`config.mk`:
```
export PLATFORM = sky130hd
export DESIGN_NAME = i2c_byte_master
export DESIGN_NICKNAME = d
export VERILOG_FILES = /design/src/rtl/i2cbe_pkg.sv /design/src/rtl/i2cbe_phase_timer.sv /design/src/rtl/i2cbe_shifter.sv /design/src/rtl/i2c_byte_master.sv
export SDC_FILE = /design/constraint.sdc
export NUM_CORES = 1
export LEC_CHECK = 0
export ABC_AREA = 1
export BUFFER_PORTS_ARGS = -buffer_cell sky130_fd_sc_hd__buf_2
export CAP_MARGIN = 25
export CORE_ASPECT_RATIO = 0.8
export CORE_MARGIN = 1
export CORE_UTILIZATION = 40
export CTS_CLUSTER_SIZE = 16
export DETAILED_ROUTE_END_ITERATION = 12
export PLACE_DENSITY = 0.73
export SETUP_SLACK_MARGIN = 0.2
export SLEW_MARGIN = 20
export SYNTH_ARGS = -nofsm -noshare
export SYNTH_HDL_FRONTEND = slang
export SYNTH_HIERARCHICAL = 1
export SYNTH_SLANG_ARGS = --single-unit
```
`constraint.sdc`:
```
create_clock -name clk_i -period 2.1 [get_ports clk_i]
set_clock_uncertainty 0.15 [all_clocks]
set_input_delay 0.63 -clock clk_i [delete_from_list [all_inputs] [get_ports clk_i]]
set_output_delay 0.63 -clock clk_i [all_outputs]
set_load 0.02 [all_outputs]
```
`src/rtl/i2cbe_pkg.sv`:
```
package i2cbe_pkg;
  typedef enum logic [1:0] {
    ST_IDLE,
    ST_LOW,
    ST_HIGH,
    ST_HOLD
  } phase_e;
endpackage

```
`src/rtl/i2cbe_phase_timer.sv`:
```
module i2cbe_phase_timer #(
  parameter int DIV_W = 8
) (
  input  logic             clk_i,
  input  logic             rst_ni,
  input  logic             run_i,
  input  logic [DIV_W-1:0] div_i,
  output logic             tick_o
);
  logic [DIV_W-1:0] cnt_q;
  logic [DIV_W-1:0] lim;

  assign lim    = (div_i == '0) ? '0 : div_i - DIV_W'(1);
  assign tick_o = run_i && (cnt_q >= lim);

  always_ff @(posedge clk_i or negedge rst_ni) begin
    if (!rst_ni)               cnt_q <= '0;
    else if (!run_i || tick_o) cnt_q <= '0;
    else                       cnt_q <= cnt_q + DIV_W'(1);
  end

  p_tick_clears_r9: assert property (@(posedge clk_i) disable iff (!rst_ni)
    tick_o |=> (cnt_q == '0));
  p_idle_clear_r9: assert property (@(posedge clk_i) disable iff (!rst_ni)
    !run_i |=> (cnt_q == '0));
endmodule

```
`src/rtl/i2cbe_shifter.sv`:
```
module i2cbe_shifter #(
  parameter int DW = 8
) (
  input  logic          clk_i,
  input  logic          rst_ni,
  input  logic          load_i,
  input  logic [DW-1:0] load_data_i,
  input  logic          shift_i,
  input  logic          sample_i,
  input  logic          bit_i,
  output logic          tx_msb_o,
  output logic [DW-1:0] rx_data_o
);
  logic [DW-1:0] tx_q;
  logic [DW-1:0] rx_q;

  always_ff @(posedge clk_i or negedge rst_ni) begin
    if (!rst_ni)      tx_q <= '0;
    else if (load_i)  tx_q <= load_data_i;
    else if (shift_i) tx_q <= {tx_q[DW-2:0], 1'b0};
  end

  always_ff @(posedge clk_i or negedge rst_ni) begin
    if (!rst_ni)       rx_q <= '0;
    else if (sample_i) rx_q <= {rx_q[DW-2:0], bit_i};
  end

  assign tx_msb_o  = tx_q[DW-1];
  assign rx_data_o = rx_q;

  p_load_msb_r4: assert property (@(posedge clk_i) disable iff (!rst_ni)
    load_i |=> (tx_msb_o == $past(load_data_i[DW-1])));
  p_rx_shift_r6: assert property (@(posedge clk_i) disable iff (!rst_ni)
    sample_i |=> (rx_data_o[0] == $past(bit_i)));
endmodule

```
`src/rtl/i2c_byte_master.sv`:
```
module i2c_byte_master
  import i2cbe_pkg::*;
#(
  parameter int DIV_W = 8,
  parameter int BC_W  = 3
) (
  input  logic                  clk_i,
  input  logic                  rst_ni,
  input  logic [DIV_W-1:0]      div_i,
  input  logic [BC_W-1:0]       bit_cnt_i,
  input  logic                  ack_en_i,
  input  logic                  tx_mode_i,
  input  logic                  wr_i,
  input  logic [(1<<BC_W)-1:0]  wdata_i,
  input  logic                  rd_i,
  output logic [(1<<BC_W)-1:0]  rdata_o,
  output logic                  scl_o,
  output logic                  sda_oe_o,
  input  logic                  sda_i,
  output logic                  busy_o,
  output logic                  pend_o,
  output logic                  irq_o,
  output logic                  lrb_o
);
  localparam int DW     = 1 << BC_W;
  localparam int SLOT_W = $clog2(DW + 2);

  phase_e            st_q;
  logic [SLOT_W-1:0] slots_q;
  logic [SLOT_W-1:0] nb;
  logic              mode_q, ack_q, pend_q, irq_q, lrb_q;
  logic              tick, start, last_slot, ack_slot, hi_end, tx_msb;

  // word length: zero code selects the full word
  assign nb        = (bit_cnt_i == '0) ? SLOT_W'(DW) : SLOT_W'(bit_cnt_i);
  assign start     = (st_q == ST_IDLE || st_q == ST_HOLD) && (tx_mode_i ? wr_i : rd_i);
  assign busy_o    = (st_q == ST_LOW) || (st_q == ST_HIGH);
  assign last_slot = (slots_q == SLOT_W'(1));
  assign ack_slot  = ack_q && last_slot;
  assign hi_end    = (st_q == ST_HIGH) && tick;
  assign scl_o     = (st_q == ST_IDLE) || (st_q == ST_HIGH);
  assign sda_oe_o  = busy_o && (ack_slot ? !mode_q : (mode_q && !tx_msb));
  assign pend_o    = pend_q;
  assign irq_o     = irq_q;
  assign lrb_o     = lrb_q;

  i2cbe_phase_timer #(.DIV_W(DIV_W)) u_timer (
    .clk_i  (clk_i),
    .rst_ni (rst_ni),
    .run_i  (busy_o),
    .div_i  (div_i),
    .tick_o (tick)
  );

  i2cbe_shifter #(.DW(DW)) u_shift (
    .clk_i       (clk_i),
    .rst_ni      (rst_ni),
    .load_i      (start && tx_mode_i),
    .load_data_i (wdata_i),
    .shift_i     (hi_end && !ack_slot),
    .sample_i    (hi_end && !ack_slot && !mode_q),
    .bit_i       (sda_i),
    .tx_msb_o    (tx_msb),
    .rx_data_o   (rdata_o)
  );

  always_ff @(posedge clk_i or negedge rst_ni) begin
    if (!rst_ni) begin
      st_q    <= ST_IDLE;
      slots_q <= '0;
      mode_q  <= 1'b0;
      ack_q   <= 1'b0;
      pend_q  <= 1'b0;
      irq_q   <= 1'b0;
      lrb_q   <= 1'b0;
    end else begin
      irq_q <= 1'b0;
      if (start) begin
        st_q    <= ST_LOW;
        mode_q  <= tx_mode_i;
        ack_q   <= ack_en_i;
        slots_q <= nb + SLOT_W'(ack_en_i);
        pend_q  <= 1'b0;
      end else if (st_q == ST_LOW && tick) begin
        st_q <= ST_HIGH;
      end else if (hi_end) begin
        lrb_q   <= sda_i;
        slots_q <= slots_q - SLOT_W'(1);
        if (last_slot) begin
          st_q   <= ST_HOLD;
          pend_q <= 1'b1;
          irq_q  <= 1'b1;
        end else begin
          st_q <= ST_LOW;
        end
      end
    end
  end

  p_hold_scl_low_r8: assert property (@(posedge clk_i) disable iff (!rst_ni)
    pend_o |-> !scl_o);
  p_irq_pulse_r8: assert property (@(posedge clk_i) disable iff (!rst_ni)
    irq_o |=> !irq_o);
  p_sda_stable_r10: assert property (@(posedge clk_i) disable iff (!rst_ni)
    (scl_o && $past(scl_o) && busy_o && $past(busy_o)) |-> $stable(sda_oe_o));
  p_rx_ack_low_r7: assert property (@(posedge clk_i) disable iff (!rst_ni)
    (irq_o && !mode_q && ack_q) |-> $past(sda_oe_o));
  p_start_req_r11: assert property (@(posedge clk_i) disable iff (!rst_ni)
    $rose(busy_o) |-> $past(wr_i || rd_i));
endmodule

```
# Word-level counts from Yosys, hierarchy flattened
# Cells that the tools add are included.
[op_classes] magnitude_cmp=1 n_eq_ne=5 n_addsub=4 bitwise_logic=2 muxes=22 n_reduce_logical=28
[ops] cell="two-way mux 8 bit" count=4
[ops] cell="two-way mux 4 bit" count=4
[ops] cell="logical AND 1 bit" count=10
[ops] cell="two-way mux 1 bit" count=10
[ops] cell="adder 8 x 1 -> 8 bit (second input constant)" count=1
[ops] cell="greater-or-equal comparator 8 bit" count=1
[ops] cell="logical NOT 8 bit" count=1
[ops] cell="two-way mux 2 bit" count=4
[ops] cell="subtractor 8 x 1 -> 8 bit (second input constant)" count=1
[ops] cell="AND reduction 3 bit" count=2
[ops] cell="nonzero test 2 bit" count=3
[ops] cell="adder 4 x 1 -> 4 bit" count=1
[ops] cell="== test 2 bit (second input constant)" count=2
[ops] cell="== test 4 x 1 -> 1 bit (second input constant)" count=1
[ops] cell="logical NOT 1 bit" count=4
[ops] cell="logical OR 1 bit" count=4
[ops] cell="subtractor 4 x 1 -> 4 bit (second input constant)" count=1
[ops] cell="logical NOT 3 bit" count=1
[ops] cell="nonzero test 3 bit" count=1
[ops] cell="== test 2 x 1 -> 1 bit (second input constant)" count=1
[ops] cell="logical NOT 2 bit" count=1
[ops] cell="!= test 2 bit (second input constant)" count=1
[ops] cell="NOT 1 bit" count=2
[ops] cell="AND reduction 2 bit" count=1
[totals] output_inout_bits=14 register_bits=35 wordCells=72 in_bits=26

# Depth between registers and ports, before layout
[depth] depth_word=8 ltp_mapped=23

# Modules after synthesis
# The synthesis kept the hierarchy.
[by_module_without_submodules] module="i2cbe_phase_timer" seq_area_each_um2=200.2 n_inst=1 cells_each=106 area_per_inst_um2=774.5
[by_module_without_submodules] module="i2c_byte_master" seq_area_each_um2=275.3 n_inst=1 cells_each=98 area_per_inst_um2=734.5
[by_module_without_submodules] module="i2cbe_shifter" seq_area_each_um2=400.4 n_inst=1 cells_each=73 area_per_inst_um2=676.9

# Worst setup path after synthesis
# Ideal clock, no wire load.
[synth_timing] path_type="input -> register" start="in div_i[0]" end="reg u_shift.rx_q[3] (netlist: u_shift/rx_data_o[3])" setup_slack_ps=-1007 cell_stages=20 n_path_buf=1 setup_ps=126 required_ps=1824 t_arrival_ps=2831 cell_sequence="inv_1 ha_1 inv_2 nor2_4 inv_2 nor3_4 nor2_1 ha_1 nand2_1 nor2_1 nor2_1 nand2_1 nand2_1 a21boi_0 nand2_1 inv_1 nand2_1 nor2_1 buf_6 o21ai_0"
[synth_between] elab_chain_len=7 elab_cells_between_ends=8 classes_between="add/sub (1); order compare (1); mux (1); reduce/logical (5)"
[synth_rtl] element="start: declaration" line_no="i2c_byte_master.sv:9" source="input logic [DIV_W-1:0] div_i,"
[synth_rtl] element="subtractor 8 x 1 -> 8 bit / logical NOT 8 bit (equally long branches)" line_no="i2cbe_phase_timer.sv:13" source="assign lim = (div_i == '0) ? '0 : div_i - DIV_W'(1);"
[synth_rtl] element="two-way mux 8 bit *" line_no="i2cbe_phase_timer.sv:13"
[synth_rtl] element="greater-or-equal comparator 8 bit *" line_no="i2cbe_phase_timer.sv:14" source="assign tick_o = run_i && (cnt_q >= lim);"
[synth_rtl] element="logical AND 1 bit *" line_no="i2cbe_phase_timer.sv:14"
[synth_rtl] element="named net tick" line_no="i2c_byte_master.sv:32" source="logic tick, start, last_slot, ack_slot, hi_end, tx_msb;"
[synth_rtl] element="logical AND 1 bit *" line_no="i2c_byte_master.sv:40" source="assign hi_end = (st_q == ST_HIGH) && tick;"
[synth_rtl] element="logical AND 1 bit * (2 in series)" line_no="i2c_byte_master.sv:61" source=".sample_i (hi_end && !ack_slot && !mode_q),"
[synth_rtl] element="end signal: assignment" line_no="i2cbe_shifter.sv:25" source="else if (sample_i) rx_q <= {rx_q[DW-2:0], bit_i};"
[synth_rtl] element="end: declaration" line_no="i2cbe_shifter.sv:15" source="logic [DW-1:0] rx_q;"
# Mark *: on every way through the listed nets, which the timed path passes. The rest lies on a longest branch.
# A chain may end at the register's enable or synchronous reset.

# Final worst setup path
[layout_timing] start="in div_i[1]" end="reg pend_q (netlist: pend_o)"
[layout_between] elab_chain_len=7 elab_cells_between_ends=10 classes_between="add/sub (1); order compare (1); eq/ne (1); mux (1); reduce/logical (6)"
[layout_rtl] element="subtractor 8 x 1 -> 8 bit / logical NOT 8 bit (equally long branches)" line_no="i2cbe_phase_timer.sv:13"
[layout_rtl] element="two-way mux 8 bit *" line_no="i2cbe_phase_timer.sv:13"
[layout_rtl] element="greater-or-equal comparator 8 bit *" line_no="i2cbe_phase_timer.sv:14"
[layout_rtl] element="logical AND 1 bit *" line_no="i2cbe_phase_timer.sv:14"
[layout_rtl] element="named net tick" line_no="i2c_byte_master.sv:32"
[layout_rtl] element="logical AND 1 bit (on tied branches)" line_no="i2c_byte_master.sv:84, i2c_byte_master.sv:40"
[layout_rtl] element="!= test 2 bit (no line) / nonzero test 2 bit (equally long branches)"
[layout_rtl] element="AND reduction 3 bit (no line) *"
[layout_rtl] element="end signal: assignment" line_no="i2c_byte_master.sv:73" source="pend_q <= 1'b0;"
[layout_rtl] element="end signal: assignment" line_no="i2c_byte_master.sv:83" source="pend_q <= 1'b0;"
[layout_rtl] element="end signal: assignment" line_no="i2c_byte_master.sv:91" source="pend_q <= 1'b1;"
[layout_rtl] element="end: declaration" line_no="i2c_byte_master.sv:31" source="logic mode_q, ack_q, pend_q, irq_q, lrb_q;"
# Marked as above.

==> flow_metrics.tcl <==
set metrics [dict create \
    status "finished with violations" \
    violations "negative setup slack" \
    hold_viol_final 0 \
    vias 1948 \
    postSynthCellCount 277 \
    grt.busiest_layer "met2" \
    yosys_warnings 6 \
    fin_crit_sh 1.33 \
    synth_commonest_cells "nand2_1, dfrtp_1, inv_1" \
    met2_usage 0.315 \
    ios 40 \
    worstMarginPinSlew_ps 443 \
    syn-num-nets 320 \
    clkTransAtPathRegs_ps 70 \
    slowest_stage "ha_4" \
    hold_path.class "in2async" \
    routed_wirelength_mm 4.77 \
    grt_pass1_vias 1839 \
    dp_hpwl_mm 3.44 \
    max-clock-path-buffers 2 \
    critical_path.cell_chain "buf_8 > inv_12 > ha_4 > inv_2 > nor2_4 > inv_2 > nor3_4 > or2_1 > ha_4 > nand2_2 > nor2_2 > nor2_1 > nand2_1 > nand2_2 > a21boi_2 > nand2_2 > buf_6 > nor2_4 > nand2_2 > o21ai_1" \
    path_max_fanout 5 \
    end_kind "register" \
    chipHeight_microns 68.1 \
    slew_headroom 0.704 \
    drt-wirelength-per-cell_microns 11.5 \
    netlist_area_sq_um 2190 \
    grt_pass1_wl_mm 7.93 \
    clkPwrFrac 0.231 \
    clock-root-buffer "clkbuf_8" \
    power.density_nw_per_um2 1000 \
    htreeDepth 2 \
    crit_buf_inv 5 \
    syn_to_final_growth_pct 43.6 \
    rsz0062_at_grt "yes" \
    critical_path_class "in2reg" \
    place.gp.congestion 0.771 \
    p_leak_nw 1.62 \
    instances_no_fill 415 \
    finalInstanceArea_sq_um 3140 \
    setup_violations 35 \
    power_switching_w 0.00116 \
    p_int_w 0.00199 \
    drtPass1Iterations 6 \
    worstReg2RegStart "u_timer/cnt_q[2]" \
    grtUsageMet1 0.217 \
    clock.fmax_mhz 358 \
    grt_usage 0.178 \
    viasPerCell 4.69 \
    syn_avg_cell_area_sq_um 7.89 \
    drive_gt1_frac 0.439 \
    numCtsBuffers 5 \
    critPathLaunch "div_i[1]" \
    io_buffers 39 \
    core_sq_um 5120 \
    synth.yosys.seq_area_share 0.401 \
    start_util 0.427 \
    synth_top_area_frac 0.401 \
    dpl.cell_count 399 \
    crit_arrival_ps 2860 \
    max_stage_delay_ps 290 \
    cts_tree "built" \
    die_x_microns 84.7 \
    start_kind "primary input" \
    antenna_cells 0 \
    worstPathRequired_ps 2160 \
    pwr-share-seq 0.325 \
    crit_top_cell "nand2_2" \
    peakVddDrop_uv 414 \
    die_area_sq_um 5770 \
    synth_ff_type "dfrtp_1" \
    finish.utilization 0.613 \
    post-route-min-period_ps 2790 \
    maxCapViolations 0 \
    ys_seq_elements 35 \
    grt_use_met3 0.0386 \
    netlist_top_cells_area "dfrtp_1, nand2_1, ha_1" \
    synth_top_area_cell "dfrtp_1" \
    grt_overflow 0 \
    drt_iter0_drc 100 \
    std_cell_rows 23 \
    ys_async_sr_fraction 1.00 \
    pwr-share-comb 0.444 \
    swShare 0.367 \
    postRouteAntennaNets 0 \
    antenna_found_initial 0 \
    drc 0 \
    final_nets 395 \
    clock-sinks 35 \
    synth_cell_type_count 31 \
    maxSlewViolCount 0 \
    synth_most_common_cell "nand2_1" \
    clock_latency_ps 290 \
    synth-edff-count 0 \
    timing.final.ws_setup_ps -695 \
    grt_start_max_net_pins 36 \
    crit_family "simple AND/OR/NAND/NOR gates" \
    dpl_cell_area_sq_um 2730 \
]
-- final timing paths --
kind | end | slack [ps] | cells after the start
setup / recovery | pend_o | -690 | 20
hold reg to reg | u_shift/tx_q[5] | 340 | 2
max in group asynchronous | u_timer/cnt_q[0] | 1270 | 2
setup reg to reg | pend_o | -60 | 12
hold / removal | u_shift/tx_q[3] | 210 | 2
min in group clk_i | u_shift/tx_q[5] | 340 | 2
-- logic make-up (layout without fill, tap and decap cells) --
| kind of cell | Yosys count | count (layout) | share of synthesized area |
|---|---|---|---|
| AO/OA/AOI/OAI | 20 | 20 | 0.0509 |
| XOR/XNOR | 8 | 8 | 0.0321 |
| adder cells (fa/ha/maj) | 17 | 17 | 0.0973 |
| buffers and inverters | 46 | 122 | 0.0887 |
| flip-flops | 35 | 35 | 0.401 |
| AND/OR/NAND/NOR | 151 | 151 | 0.330 |
-- layer usage --
metal	vias up	share of wire
met3	4	0.026
met5	-	0
met1	897	0.47
li1	1018	-
met4	0	0.0075
met2	29	0.50
-- power groups by stage --
stage | clock (W) | combinational (W) | sequential [W]
2_1_floorplan | 0 | 0.000704 | 0.00102
3_3_place_gp | 0 | 0.00108 | 0.000996
3_5_place_dp | 0 | 0.00112 | 0.00100
4_1_cts | 0.000739 | 0.00126 | 0.000999
5_1_grt | 0.000764 | 0.00155 | 0.00104
6_report | 0.000727 | 0.00140 | 0.00102
-- timing repair --
action | 4_1_cts | 5_1_grt
hold buffers | 0 | 0
pin swaps | 19 | 14
endpoints found under the setup margin | 36 | 36
setup buffers | 5 | 3
gates resized for setup | 35 | 29
cloned | 0 | 0
-- layout by cell type, fill, tap and decap left out, drive strengths merged --
cell type and count:
nor3 2, buf 73, nor2 33, clkinvlp 1
o21ai 11, xor2 7, ha 17, bufinv 2
a21o 1, clkbuf 5, dfrtp 35, inv 41
xnor2 1, a21boi 1, nand3 37, nand2 76
a21oi 6, o21bai 1, nand3b 1, or2 2
-- flip-flops by register name, summed over array words and instances, names as in the netlist --
name and cells:
ack_q 1, irq_o 1, slots_q 4, pend_o 1, lrb_o 1, u_shift/rx_data_o 8
st_q 2, mode_q 1, u_shift/tx_q 8, u_timer/cnt_q 8
-- area by class of cell --
type	instances	area (sq um)
Clock buffer	5	68.8
Clock inverter	3	67.6
Fill cell	434	1980
Inverter	41	181
Multi-Input combinational cell	196	1350
Sequential cell	35	876
Tap cell	62	77.6
Timing Repair Buffer	73	517
-- worst reg2reg max path: cells and delay by family, from the launching register on --
kind / cells / cell delay [ps]
and+or+nand+nor: 8 / 740
DFF: 1 / 400
AOI/OAI and AO/OA: 2 / 360
adders and majority gates: 1 / 290
buffers and inverters: 1 / 120
-- metrics by stage --
| step | setup slack (ps) | TNS (ps) | total power [W] | hold WS (ps) |
|---|---|---|---|---|
| 2_1_floorplan | -806 | -20330 | 0.00172 | 184 |
| 3_3_place_gp | -1040 | -28900 | 0.00208 | 310 |
| 3_5_place_dp | -1100 | -31030 | 0.00212 | 318 |
| 4_1_cts | -627 | -17280 | 0.00300 | 227 |
| 5_1_grt | -827 | -23370 | 0.00336 | 260 |
| 6_report | -695 | -18330 | 0.00315 | 213 |
Power figures use the tool's default switching activity.
